`src/rtl/pulse_accum.sv`:
```
module pulse_accum #(
  parameter int CNT_W = 16
) (
  input  logic             clk,
  input  logic             rst_n,
  input  logic             pin_in,
  input  logic             tick,
  input  logic             bus_sel,
  input  logic             bus_wr,
  input  logic [1:0]       bus_addr,
  input  logic [CNT_W-1:0] bus_wdata,
  output logic [CNT_W-1:0] bus_rdata,
  output logic             irq
);
  localparam logic [CNT_W-1:0] CNT_MAX = '1;
  localparam int CTRL_W = 5;

  logic [CTRL_W-1:0] ctrl_q;
  logic [CNT_W-1:0]  cnt_q;
  logic              wrap_q, evt_q;
  logic [2:0]        sync_q;

  wire gated    = ctrl_q[0];
  wire pol      = ctrl_q[1];
  wire wrap_ie  = ctrl_q[2];
  wire evt_ie   = ctrl_q[3];
  wire fast_clr = ctrl_q[4];

  wire act_now  = sync_q[1] ^ pol;
  wire act_prev = sync_q[2] ^ pol;
  wire lead     = act_now & ~act_prev;
  wire trail    = act_prev & ~act_now;

  wire inc      = gated ? (tick & act_now) : lead;
  wire evt_set  = gated ? trail : lead;

  wire ctrl_wr  = bus_sel & bus_wr & (bus_addr == 2'd0);
  wire flag_wr  = bus_sel & bus_wr & (bus_addr == 2'd1);
  wire cnt_wr   = bus_sel & bus_wr & (bus_addr == 2'd2);
  wire cnt_acc  = bus_sel & (bus_addr == 2'd2);
  wire fc_hit   = fast_clr & cnt_acc;

  wire wrap_set = inc & ~cnt_wr & (cnt_q == CNT_MAX);
  wire wrap_clr = (flag_wr & bus_wdata[0]) | fc_hit;
  wire evt_clr  = (flag_wr & bus_wdata[1]) | fc_hit;

  always_ff @(posedge clk or negedge rst_n) begin
    if (!rst_n) sync_q <= '0;
    else        sync_q <= {sync_q[1:0], pin_in};
  end

  always_ff @(posedge clk or negedge rst_n) begin
    if (!rst_n)       ctrl_q <= '0;
    else if (ctrl_wr) ctrl_q <= bus_wdata[CTRL_W-1:0];
  end

  always_ff @(posedge clk or negedge rst_n) begin
    if (!rst_n)      cnt_q <= '0;
    else if (cnt_wr) cnt_q <= bus_wdata;
    else if (inc)    cnt_q <= cnt_q + 1'b1;
  end

  always_ff @(posedge clk or negedge rst_n) begin
    if (!rst_n) begin
      wrap_q <= 1'b0;
      evt_q  <= 1'b0;
    end else begin
      wrap_q <= wrap_set | (wrap_q & ~wrap_clr);
      evt_q  <= evt_set  | (evt_q  & ~evt_clr);
    end
  end

  always_comb begin
    bus_rdata = '0;
    case (bus_addr)
      2'd0:    bus_rdata[CTRL_W-1:0] = ctrl_q;
      2'd1:    bus_rdata[1:0] = {evt_q, wrap_q};
      2'd2:    bus_rdata = cnt_q;
      default: bus_rdata = '0;
    endcase
  end

  assign irq = (wrap_q & wrap_ie) | (evt_q & evt_ie);


  wrap_flag_chk: assert property (@(posedge clk) disable iff (!rst_n)
    (inc && !cnt_wr && cnt_q == CNT_MAX) |=> (wrap_q && cnt_q == '0));


  irq_quiet_chk: assert property (@(posedge clk) disable iff (!rst_n)
    (!wrap_ie && !evt_ie) |-> !irq);


  gate_idle_chk: assert property (@(posedge clk) disable iff (!rst_n)
    (gated && !act_now && !cnt_wr) |=> $stable(cnt_q));


  wrap_hold_chk: assert property (@(posedge clk) disable iff (!rst_n)
    (wrap_q && !(flag_wr && bus_wdata[0]) && !fc_hit) |=> wrap_q);


  cnt_load_chk: assert property (@(posedge clk) disable iff (!rst_n)
    cnt_wr |=> (cnt_q == $past(bus_wdata)));


  evt_set_chk: assert property (@(posedge clk) disable iff (!rst_n)
    evt_set |=> evt_q);
endmodule

```
`config.mk`:
```
export PLATFORM = sky130hd
export DESIGN_NAME = pulse_accum
export DESIGN_NICKNAME = d
export VERILOG_FILES = /design/src/rtl/pulse_accum.sv
export SDC_FILE = /design/constraint.sdc
export NUM_CORES = 1
export LEC_CHECK = 0
export BUFFER_PORTS_ARGS = -buffer_cell sky130_fd_sc_hd__buf_2
export CAP_MARGIN = 40
export CORE_UTILIZATION = 35
export CTS_BUF_LIST = sky130_fd_sc_hd__clkbuf_8 sky130_fd_sc_hd__clkbuf_16
export CTS_CLUSTER_DIAMETER = 50
export CTS_CLUSTER_SIZE = 14
export DETAILED_ROUTE_END_ITERATION = 7
export PLACE_DENSITY = 0.62
export SYNTH_ARGS = -nofsm -noshare
export SYNTH_HDL_FRONTEND = slang
export SYNTH_SLANG_ARGS = --single-unit
```
`constraint.sdc`:
```
create_clock -name clk -period 2.55 [get_ports clk]
set_input_delay 0 -clock clk [delete_from_list [all_inputs] [get_ports clk]]
set_output_delay 0 -clock clk [all_outputs]
set_load 0.02 [all_outputs]
```
# Word-level counts from Yosys, hierarchy flattened

Cells that the tools add are included.

Equal/unequal tests: 3
Add/subtract/negate cells: 1
Reductions and logical operators: 2
Mux-type cells: 7
Bitwise logic cells: 29

Operators with widths:

| kind                    | count |
|---|---|
| $mux W16                | 2 |
| $and A1 B1 Y1           | 17 |
| $add A16 B1 Y16 const B | 1 |
| $eq A16 B16 Y1 const B  | 1 |
| $mux W11                | 1 |
| $pmux W2 S3             | 1 |
| $pmux W3 S2             | 1 |
| $not A1 Y1              | 5 |
| $or A1 B1 Y1            | 5 |
| $eq A2 B1 Y1 const B    | 1 |
| $eq A2 B2 Y1 const B    | 1 |
| $logic_not A2 Y1        | 1 |
| $mux W1                 | 2 |
| $reduce_bool A2 Y1      | 1 |
| $xor A1 B1 Y1           | 2 |

Word-level logic and storage cells: 47
Register bits after elaboration: 26
Input bits: 24

# Depth between registers and ports, before layout

Gate-level depths: netlist of the first run.

Depth after elaboration: 7
Gate-level depth with buffers: 6

# Worst setup path after synthesis of the first run

No wires, ideal clock.

Kind: reg2reg
Start: reg ctrl_q[1]
End: reg cnt_q[14]
Clock period less this slack: 1912 ps
Data required time: 2468 ps
Setup slack: 638 ps
Arrival time: 1830 ps
Cell stages (with the launch flop): 6
Buffers on the path: 1
Cell sequence: dfrtp_1 -> or4b_1 -> o221a_2 -> buf_6 -> or4_1 -> a31oi_1

Longest elaborated chain between the ends: 5

Ends and longest elaborated chain:

| element                               | RTL line | source |
|---|---|---|
| start, declared                       | 18       | `logic [CTRL_W-1:0] ctrl_q;` |
| start signal, assigned                | 54       | `else if (ctrl_wr) ctrl_q <= bus_wdata[CTRL_W-1:0];` |
| $xor A1 B1 Y1                         | 30       | `wire act_prev = sync_q[2] ^ pol;` |
| $not A1 Y1                            | 31       | `wire lead = act_now & ~act_prev;` |
| $and A1 B1 Y1                         | 31       |  |
| $mux W1 *                             | 34       | `wire inc = gated ? (tick & act_now) : lead;` |
| $reduce_bool A2 Y1 (no source line) * | -        |  |
| end signal, assigned                  | 59       | `else if (cnt_wr) cnt_q <= bus_wdata;` |
| end signal, assigned                  | 60       | `else if (inc) cnt_q <= cnt_q + 1'b1;` |
| end, declared                         | 19       | `logic [CNT_W-1:0] cnt_q;` |

Mark *: on every way between the ends. The rest lies on a longest branch, timed or not.
A chain may end at the register's enable or synchronous reset.

# Worst setup path in the final report of the first run

Start: reg ctrl_q[1]
End: reg cnt_q[13]

The elaborated chain is that of the path after synthesis.

==> flow_summary.json, run 1 <==
{
  "run_status": "finished, final reports clean",
  "rsz0062_at_grt": "false",
  "finalClockSkew_ns": 0.001865,
  "yosysTopAreaCellShare": 0.4204,
  "cp_data_arrival_time_ns": 2.29,
  "finalHoldViolations": 0,
  "ff2ff_path_depth": 4,
  "place_area_um2": 1777,
  "fmax_ghz": 0.4783,
  "grt.total_usage": 0.1791,
  "avgSynthCellArea_um2": 8.946,
  "synth-seq-area-share": 0.4204,
  "power.leakage_uw": 0.0008464,
  "cp_data_required_time_ns": 2.75,
  "fin_total_pwr_uw": 1408,
  "final-setup-viol-count": 0,
  "cts_max_level": 1,
  "final_cells": 273,
  "path_clk_slew_ns": 0.10,
  "max_slew_margin": 0.5445,
  "vias": 1445,
  "r2r_start": "ctrl_q[1]",
  "die-area_um2": 4692,
  "holdCritStartpoint": "bus_wdata[11]",
  "worstSetupStartpointType": "flop",
  "post_cts_buffers": 0,
  "fill_cells": 405,
  "syn_nets": 198,
  "rows": 23,
  "irDropWorstVdd_uv": 214.9,
  "grt_pass1_vias": 1313,
  "drc": 0,
  "hold_depth": 3,
  "yosysUniqueCellTypes": 32,
  "place_inst": 254,
  "place_hpwl_um": 2740,
  "final_area_um2": 1982,
  "antenna_found_initial": 0,
  "r2r-end": "cnt_q[13]",
  "ys_ff_latch": 26,
  "clock_latency_ns": 0.27,
  "cts_sinks": 26,
  "clk_path_buf_depth": 2,
  "io_pins": 41,
  "cts_root_buffer": "clkbuf_8",
  "portBuffers": 40,
  "core-area_um2": 4115,
  "slowest_delay_ns": 0.55,
  "die_w_um": 68.50,
  "grt_pass1_wl_um": 6230,
  "drtIter0Drc": 84,
  "final_max_slew_viol_count": 0,
  "drt-vias-per-instance": 5.293,
  "numCtsBuffers": 3,
  "post_route_cells_drive_above_1_share": 0.2332,
  "cts_tree": "done",
  "syn-instance-count": 173,
  "path_class": "reg2reg",
  "whs_ns": 0.0003958,
  "cts_hold_buf": 15,
  "wl_per_cell_um": 14.66,
  "firstDrtPassIters": 4,
  "finalCritPeriodShare": 0.8199,
  "crit_buf_inv": 0,
  "crit_fanout": 31,
  "syn_to_final_growth_pct": 28.05,
  "cp-end-kind": "flop",
  "tightestPinTransition_ns": 0.6781,
  "wl_um": 4001,
  "antennaDiodeCount": 0,
  "path_delay_family": "simple AND/OR/NAND/NOR gates",
  "synth_area_leaders": "dfrtp_1 (42%), and2_1 (5.3%), a31oi_1 (4.4%)",
  "initial_utilization": 0.3761,
  "gp_congestion": 0.8224,
  "yosys_warnings": 0,
  "yosysTopAreaCell": "dfrtp_1",
  "fin_tns_setup_ns": 0,
  "critical_path.cell_chain": "or4b_1 -> o221a_2 -> or4_1 -> a31oi_1",
  "syn_area_um2": 1548,
  "startpoint": "ctrl_q[1]",
  "slowest_stage": "or4_1",
  "hp-class": "in2reg",
  "grt_max_degree": 32,
  "cap_violations": 0,
  "ant_nets": 0,
  "die_y_um": 68.50,
  "cellPowerDensity_nw_per_um2": 710.6,
  "min_to": "cnt_q[11]",
  "cts_resized": 0,
  "min_period_ns": 2.091,
  "grt_overflow": 0,
  "fin_nets": 249,
  "r2r_setup_slack_ns": 0.46
}
==> flip-flops by register name, summed over array words and instances (netlist names) <==
name,cells
evt_q,1
sync_q,3
ctrl_q,5
cnt_q,16
wrap_q,1
==> kinds of logic after synthesis <==
logic type,share of synthesized area
XOR/XNOR,0.01698
AND/OR/NAND/NOR,0.3064
adder cells (fa/ha/maj),0.008083
buffers and inverters,0.03395
flip-flops,0.4204
multiplexers,0.07518
AO/OA/AOI/OAI,0.1391
==> placed cells by master (no fill, tap or decap) <==
cell / count
ha_1: 1
nand2b_1: 2
clkbuf_8: 4
o31ai_1: 5
nand3_1: 12
nand2_1: 16
o41ai_1: 1
or4b_1: 2
nor2_1: 15
dlygate4sd3_1: 15
xnor2_1: 2
dfrtp_1: 26
a22o_1: 1
nor3_1: 1
o211ai_1: 4
nand4_1: 6
a31oi_1: 11
buf_2: 40
mux2i_1: 6
and4_1: 1
o21ai_0: 10
buf_4: 2
o221a_2: 1
xor2_1: 1
or3_1: 6
or4_1: 7
and4b_1: 1
and3_1: 3
nor2b_1: 1
inv_1: 1
mux2_2: 5
and2_1: 13
nand3b_1: 1
==> worst max-delay path by stage <==
stage | endpoint | cells past startpoint
after floorplan | cnt_q[14] | 5
after global placement | cnt_q[13] | 4
after detailed placement | cnt_q[13] | 4
after CTS | cnt_q[13] | 4
after global routing | cnt_q[13] | 4
final | cnt_q[13] | 4
==> tightest hold or removal path, cell delays in order <==
cell	delay, ns
buf_2	0.09
nor2_1	0.10
a31oi_1	0.05
==> through the flow <==
stage | utilization | setup slack (ns)
after floorplan | - | 0.6376
after global placement | 0.4317 | 0.5276
after detailed placement | 0.4317 | 0.4570
after CTS | 0.4816 | 0.4440
after global routing | 0.4816 | 0.3290
final | 0.4816 | 0.4592
==> synthesized netlist by cell type, drive strengths merged <==
master	n
mux2	5
nor3	1
or3	6
o21ai	10
a31oi	11
or4	7
o31ai	5
a22o	1
o41ai	1
and2	13
nand2	16
nand3	12
buf	2
xnor2	2
nand4	6
and4b	1
xor2	1
dfrtp	26
o221a	1
and4	1
clkbuf	9
nand2b	2
ha	1
and3	3
nand3b	1
o211ai	4
or4b	2
nor2b	1
inv	1
nor2	15
mux2i	6
==> power by group <==
group / switching, µW / total [µW] / internal, µW
registers: 141 / 661 / 521
logic: 261 / 469 / 208
clock network: 139 / 278 / 138
==> routing by layer <==
metal	up-vias	wire, µm	track usage
li1	747	-	-
met1	657	1950	0.2528
met4	0	56	0.05990
met5	-	0	0
met2	33	1898	0.2806
met3	8	95	0.02303
==> layout make-up <==
class | count | area (µm²) | area share
Sequential cell | 26 | 650.6 | 0.3283
Tap cell | 50 | 62.56 | 0.03157
Clock buffer | 4 | 55.05 | 0.02778
Timing Repair Buffer | 57 | 365.4 | 0.1843
Inverter | 1 | 3.754 | 0.001894
Multi-Input combinational cell | 135 | 844.6 | 0.4261
Power figures use the tool's default switching activity.
==> run 2, diff against run 1 <==
--- a/config.mk
+++ b/config.mk
@@ -5,6 +5,7 @@
 export SDC_FILE = /design/constraint.sdc
 export NUM_CORES = 1
 export LEC_CHECK = 0
+export ABC_AREA = 1
 export BUFFER_PORTS_ARGS = -buffer_cell sky130_fd_sc_hd__buf_2
 export CAP_MARGIN = 40
 export CORE_UTILIZATION = 35
@@ -12,7 +13,7 @@
 export CTS_CLUSTER_DIAMETER = 50
 export CTS_CLUSTER_SIZE = 14
 export DETAILED_ROUTE_END_ITERATION = 7
-export PLACE_DENSITY = 0.62
+export PLACE_DENSITY = 0.63
 export SYNTH_ARGS = -nofsm -noshare
 export SYNTH_HDL_FRONTEND = slang
 export SYNTH_SLANG_ARGS = --single-unit
==> constraint.sdc (replaced) <==
create_clock -name clk -period 1.8 [get_ports clk]
set_input_delay 0 -clock clk [delete_from_list [all_inputs] [get_ports clk]]
set_output_delay 0 -clock clk [all_outputs]
set_load 0.02 [all_outputs]
==> run 2 against run 1 <==
Maximum frequency is 39% higher. Hold slack better by 0.024 ns. Clock skew is 0.00055 ns higher. Die area is 19% higher. Non-clock buffer count is 1 lower. Critical path depth is 3 higher. Setup slack worse by 0.16 ns. Core utilization is 2.7 points lower. Critical endpoint is now cnt_q[8]. Largest power group unchanged. Highest routed layer unchanged.
==> flow_summary.json, run 2 <==
{
  "io_pins": 41,
  "run_status": "finished, final reports clean",
  "largest_registers": "cnt_q: 16 flops, ctrl_q: 5 flops, sync_q: 3 flops",
  "die_y_um": 74.72,
  "cellPowerDensity_nw_per_um2": 1117,
  "ys_ff_latch": 26,
  "seqPwrFrac": 0.407,
  "finalHoldViolations": 0,
  "synth-seq-area-share": 0.3516,
  "power.leakage_uw": 0.001131,
  "drt-met1-wl_um": 2398,
  "fin_total_pwr_uw": 2591,
  "grt_overflow": 0,
  "yosysMostFrequentCell": "nand2_1",
  "rows": 26,
  "vias": 1869,
  "grt_pass1_vias": 1684,
  "min_to": "ctrl_q[0]",
  "synth_common_cells": "nand2_1 (84), inv_1 (28), dfrtp_1 (26), nand3_1 (22), nor2_1 (22)",
  "yosysTopAreaCellShare": 0.3516,
  "drt-vias-per-instance": 4.829,
  "die-area_um2": 5582,
  "synth_area_leaders": "dfrtp_1 (35%), nand2_1 (17%), nand4_1 (6.1%)",
  "layout_commonest_cell": "nand2_1",
  "synth_simple_gate_area_frac": 0.4327,
  "irDropWorstVdd_uv": 368.1,
  "cts_sinks": 26,
  "r2r_start": "cnt_q[1]",
  "die_w_um": 74.72,
  "finalClockSkew_ns": 0.002411,
  "synth_xor_area_frac": 0.02840,
  "hp-class": "in2reg",
  "max_slew_margin": 0.5807,
  "p_clk_frac": 0.196,
  "p_comb_frac": 0.397,
  "r2r-end": "cnt_q[8]",
  "portBuffers": 40,
  "cts_resized": 0,
  "drc": 0,
  "switching_share": 0.4276,
  "synth-compound-area-share": 0.08046,
  "post_route_cells_drive_above_1_share": 0.2177,
  "cts_tree": "done",
  "async_reset_ff_frac": 1.000,
  "initial_utilization": 0.3623,
  "max_flop_register": "cnt_q",
  "route.met2.wl_um": 2341,
  "rsz0062_at_grt": "false",
  "ff2ff_path_depth": 7,
  "place_hpwl_um": 3537,
  "syn_nets": 287,
  "cap_violations": 0,
  "yosysUniqueCellTypes": 33,
  "hold_depth": 3,
  "clk_path_buf_depth": 2,
  "yosys.area_share.adder": 0.006761,
  "gp_congestion": 0.8666,
  "yosysTopAreaCell": "dfrtp_1",
  "antennaDiodeCount": 0,
  "core-area_um2": 5107,
  "ant_nets": 0,
  "min_period_ns": 1.505,
  "path_clk_slew_ns": 0.10,
  "synth_mux_area_frac": 0,
  "clock_latency_ns": 0.28,
  "syn-instance-count": 262,
  "cts_root_buffer": "clkbuf_8",
  "grt_pass1_wl_um": 7983,
  "syn_area_um2": 1851,
  "grt_max_degree": 27,
  "path_class": "reg2reg",
  "fin_nets": 343,
  "grt.total_usage": 0.1890,
  "fmax_ghz": 0.6646,
  "top_layer_used": "met4",
  "synth_edf_count": 0,
  "r2r_setup_slack_ns": 0.30,
  "wl_per_cell_um": 12.77,
  "dr_wl_met3_um": 113,
  "final_max_slew_viol_count": 0,
  "final-setup-viol-count": 0,
  "drtIter0Drc": 182,
  "finalCritPeriodShare": 0.8359,
  "cp-end-kind": "flop",
  "numCtsBuffers": 3,
  "avgSynthCellArea_um2": 7.063,
  "fin_tns_setup_ns": 0,
  "synth_top_family_by_area": "simple AND/OR/NAND/NOR gates",
  "tightestPinTransition_ns": 0.6289,
  "cts_max_level": 1,
  "most-common-layout-cells": "nand2_1 (84), buf_2 (40), inv_1 (28)",
  "firstDrtPassIters": 4,
  "netSwitchingPower_uw": 1108,
  "power.internal_uw": 1483,
  "wl_um": 4941,
  "holdCritStartpoint": "bus_wdata[0]",
  "yosys_warnings": 0,
  "worstSetupStartpointType": "flop",
  "antenna_found_initial": 0,
  "cp_data_arrival_time_ns": 1.68,
  "cp_data_required_time_ns": 1.98,
  "synth_top_flop_cell": "dfrtp_1",
  "largest_reg_flops": 16,
  "syn_to_final_growth_pct": 25.35,
  "crit_fanout": 5
}
==> run 2: cell types whose count changed in the layout (fill, tap and decap cells not counted), sizes merged, moves of 6 or more <==
cell and delta:
a31oi -11, mux2i -6, nor2 +14, nand4 +12, or3 -6, nand2 +77, inv +32, and2 -12
nand3 +12, or4 -7
==> run 2: timing repair <==
| item | in CTS | in global routing |
|---|---|---|
| endpoints found under the hold margin | 41 | 0 |
| buffers inserted | 0 | 0 |
| endpoints found under the setup margin | 0 | 0 |
| hold buffers | 16 | 0 |
==> run 2: logic make-up (layout without fill, tap and decap cells) <==
group                      Yosys count  in the layout
AOI/OAI and AO/OA                   24             24
and+or+nand+nor                    166            166
buffers and inverters               39             94
adders and majority gates            1              1
DFF                                 26             26
xor gates and xnor gates             6              6
==> run 2: how the worst max path moves through the flow <==
stage	from	end	slack (ns)	depth (start not counted)
after floorplan	cnt_q[1]	cnt_q[8]	0.54	7
after global routing	cnt_q[1]	cnt_q[8]	0.18	7
after detailed placement	cnt_q[1]	cnt_q[8]	0.31	7
final	cnt_q[1]	cnt_q[8]	0.30	7
after CTS	cnt_q[1]	cnt_q[8]	0.29	7
after global placement	cnt_q[1]	cnt_q[8]	0.37	7
==> run 2: final cells by class <==
cell class / instances / area, µm²
Clock buffer: 3 / 41.29
Clock inverter: 1 / 30.03
Fill cell: 550 / 2788
Inverter: 34 / 135.1
Multi-Input combinational cell: 197 / 1015
Sequential cell: 26 / 650.6
Tap cell: 70 / 87.58
Timing Repair Buffer: 56 / 360.3
==> run 2: metrics by stage <==
step / hold WS (ns) / instances / utilization / cell area [µm²] / worst slack (ns)
floorplan: -0.2956 / 262 / - / 1851 / 0.5416
global placement: 0.05212 / 367 / 0.4089 / 2088 / 0.3734
detailed placement: 0.05192 / 367 / 0.4089 / 2088 / 0.3141
CTS: 0.01390 / 387 / 0.4542 / 2320 / 0.2879
global route: 0.04814 / 387 / 0.4542 / 2320 / 0.1783
finish: 0.02419 / 387 / 0.4542 / 2320 / 0.2954
==> run 2: routing by layer <==
metal | up-vias | GRT usage
met5 | - | 0
met4 | 0 | 0.07128
met3 | 6 | 0.01740
met2 | 34 | 0.3023
met1 | 876 | 0.2652
li1 | 953 | -
==> run 2: critical path, stage by stage (launching register included) <==
cell     delay [ns]
dfrtp_1        0.46
ha_1           0.24
nand2_2        0.11
nor2_2         0.20
nand2_1        0.11
xor2_1         0.16
nand2_1        0.06
nand3_1        0.06
==> run 2: power groups by stage <==
stage	logic [µW]	registers, µW	clock network (µW)
finish	1030	1050	509
global route	1170	1090	529
CTS	1030	1050	517
detailed placement	1010	1050	0
global placement	986	1040	0
floorplan	785	970	0
==> run 3, diff against run 2 <==
--- a/config.mk
+++ b/config.mk
@@ -5,7 +5,7 @@
 export SDC_FILE = /design/constraint.sdc
 export NUM_CORES = 1
 export LEC_CHECK = 0
-export ABC_AREA = 1
+export ABC_AREA = 0
 export BUFFER_PORTS_ARGS = -buffer_cell sky130_fd_sc_hd__buf_2
 export CAP_MARGIN = 40
 export CORE_UTILIZATION = 35
@@ -13,7 +13,7 @@
 export CTS_CLUSTER_DIAMETER = 50
 export CTS_CLUSTER_SIZE = 14
 export DETAILED_ROUTE_END_ITERATION = 7
-export PLACE_DENSITY = 0.63
+export PLACE_DENSITY = 0.62
 export SYNTH_ARGS = -nofsm -noshare
 export SYNTH_HDL_FRONTEND = slang
 export SYNTH_SLANG_ARGS = --single-unit
==> constraint.sdc (replaced) <==
create_clock -name clk -period 1.52 [get_ports clk]
set_input_delay 0 -clock clk [delete_from_list [all_inputs] [get_ports clk]]
set_output_delay 0 -clock clk [all_outputs]
set_load 0.02 [all_outputs]
==> run 3 against run 2 <==
The run now ends with setup timing left. Maximum frequency fell by 20%. Clock power fell by 11%. Critical path type unchanged. Critical endpoint is now cnt_q[12]. Setup slack got worse by 0.65 ns. Critical path depth fell by 3.
==> flow_summary.json, run 3 (synthesis gave the netlist of run 1 again) <==
{
  "die_w_um": 68.50,
  "cap_violations": 0,
  "cp-end-kind": "flop",
  "min_period_ns": 1.874,
  "die_y_um": 68.50,
  "fin_nets": 281,
  "firstDrtPassIters": 4,
  "finalHoldViolations": 0,
  "ff2ff_path_depth": 4,
  "numCtsBuffers": 3,
  "clk_path_buf_depth": 2,
  "drc": 0,
  "grt_max_degree": 27,
  "grt.total_usage": 0.1964,
  "max_slew_margin": 0.5919,
  "gp_congestion": 0.8287,
  "drtIter0Drc": 160,
  "wl_um": 4313,
  "cts_tree": "done",
  "min_to": "cnt_q[8]",
  "violations": "setup timing",
  "portBuffers": 40,
  "rows": 23,
  "cts_sinks": 26,
  "tightestPinTransition_ns": 0.6122,
  "run_status": "finished, violations left",
  "fmax_ghz": 0.5337,
  "whs_ns": 0.02411,
  "clock_latency_ns": 0.27,
  "post_route_cells_drive_above_1_share": 0.3490,
  "hp-class": "in2reg",
  "wl_per_cell_um": 14.14,
  "vias": 1597,
  "syn_to_final_growth_pct": 50.20,
  "final_max_slew_viol_count": 0,
  "cellPowerDensity_nw_per_um2": 1181,
  "path_class": "reg2reg",
  "die-area_um2": 4692,
  "initial_utilization": 0.3761,
  "fill_cells": 397,
  "io_pins": 41,
  "final-setup-viol-count": 17,
  "utilization": 0.5649,
  "largest_registers": "cnt_q: 16 flops, ctrl_q: 5 flops, sync_q: 3 flops",
  "finalCritPeriodShare": 1.233,
  "core-area_um2": 4115,
  "antenna_found_initial": 0,
  "holdCritStartpoint": "bus_wdata[8]",
  "cp_data_required_time_ns": 1.72,
  "cts_max_level": 1,
  "ant_nets": 0,
  "grt_pass1_vias": 1449,
  "crit_fanout": 6,
  "hold_depth": 3,
  "r2r-end": "cnt_q[12]",
  "antennaDiodeCount": 0,
  "r2r_start": "ctrl_q[0]",
  "layout_commonest_cell": "buf_2",
  "power.leakage_uw": 0.001017,
  "cts_root_buffer": "clkbuf_8",
  "max_flop_register": "cnt_q",
  "path_clk_slew_ns": 0.09,
  "most-common-layout-cells": "buf_2 (40), buf_4 (28), dfrtp_1 (26)",
  "cp_data_arrival_time_ns": 2.07,
  "worstSetupStartpointType": "flop",
  "drt-vias-per-instance": 5.236,
  "grt_pass1_wl_um": 6858,
  "grt_overflow": 0,
  "finalClockSkew_ns": 0.002268,
  "r2r_setup_slack_ns": -0.35,
  "fin_ws_ns": -0.3538,
  "place_hpwl_um": 2774,
  "irDropWorstVdd_uv": 875.4,
  "largest_reg_flops": 16,
  "rsz0062_at_grt": "true"
}
run 3: cell count changes in the layout (fill, tap and decap cells not counted), sizes merged, moves of 6 or more:
cell / before / now
nand4: 18 / 6
mux2i: 0 / 6
or4: 0 / 7
inv: 33 / 1
or3: 0 / 6
nand2: 93 / 16
and2: 1 / 13
nand3: 24 / 12
buf: 40 / 69
a31oi: 0 / 11
nor2: 29 / 15
run 3: worst max-delay path, stage by stage (launching register included):
cell and delay (ns):
dfrtp_1 0.39, or4b_4 0.56, o221a_4 0.17, or4_4 0.50
a31oi_4 0.18
run 3: per-layer routing:
layer | part of all wire | global-route usage | routed length [µm] | vias to the layer above
met5 | 0 | 0 | 0 | -
li1 | - | - | - | 818
met1 | 0.49 | 0.2748 | 2092 | 722
met4 | 0.0067 | 0.02865 | 29 | 0
met2 | 0.46 | 0.3211 | 1986 | 53
met3 | 0.047 | 0.03454 | 204 | 4
run 3: cell type report:
cell class	instances	area, µm²	share of cell area
well taps	50	62.56	0.02691
repair buffers	86	591.8	0.2546
multi-input cells	138	960.9	0.4133
inverters	1	3.754	0.001615
flip-flops and latches	26	650.6	0.2799
clock buffers	4	55.05	0.02368
run 3: where the power goes:
| group | internal [µW] | total [µW] | switching (µW) |
|---|---|---|---|
| combinational | 622 | 1290 | 668 |
| clock | 232 | 451 | 219 |
| sequential | 873 | 1010 | 133 |
run 3: through the flow:
stage	power (µW)	instances	setup slack [ns]	TNS (ns)	instance area, µm²
global route	2943	305	-0.3959	-5.209	2325
CTS	2715	302	-0.3204	-3.904	2256
global placement	2116	279	-0.2875	-3.152	1973
finish	2746	305	-0.3538	-4.238	2325
floorplan	1658	173	-0.3578	-3.931	1570
detailed placement	2137	279	-0.3225	-3.701	1973
run 3: worst max-delay path by stage:
| stage | to | startpoint | slack (ns) | depth (start not counted) |
|---|---|---|---|---|
| 3_5_place_dp | cnt_q[6] | ctrl_q[0] | -0.32 | 5 |
| 5_1_grt | cnt_q[12] | ctrl_q[0] | -0.40 | 4 |
| 6_report | cnt_q[12] | ctrl_q[0] | -0.35 | 4 |
| 2_1_floorplan | cnt_q[15] | ctrl_q[0] | -0.36 | 5 |
| 3_3_place_gp | cnt_q[15] | ctrl_q[0] | -0.29 | 4 |
| 4_1_cts | cnt_q[15] | ctrl_q[1] | -0.32 | 4 |
run 3: what timing repair did:
action	4_1_cts	5_1_grt
pin swaps	2	4
endpoints found under the setup margin	17	17
cloned	2	1
hold buffers	17	0
endpoints found under the hold margin	45	0
setup buffers	0	2
gates resized for setup	7	7
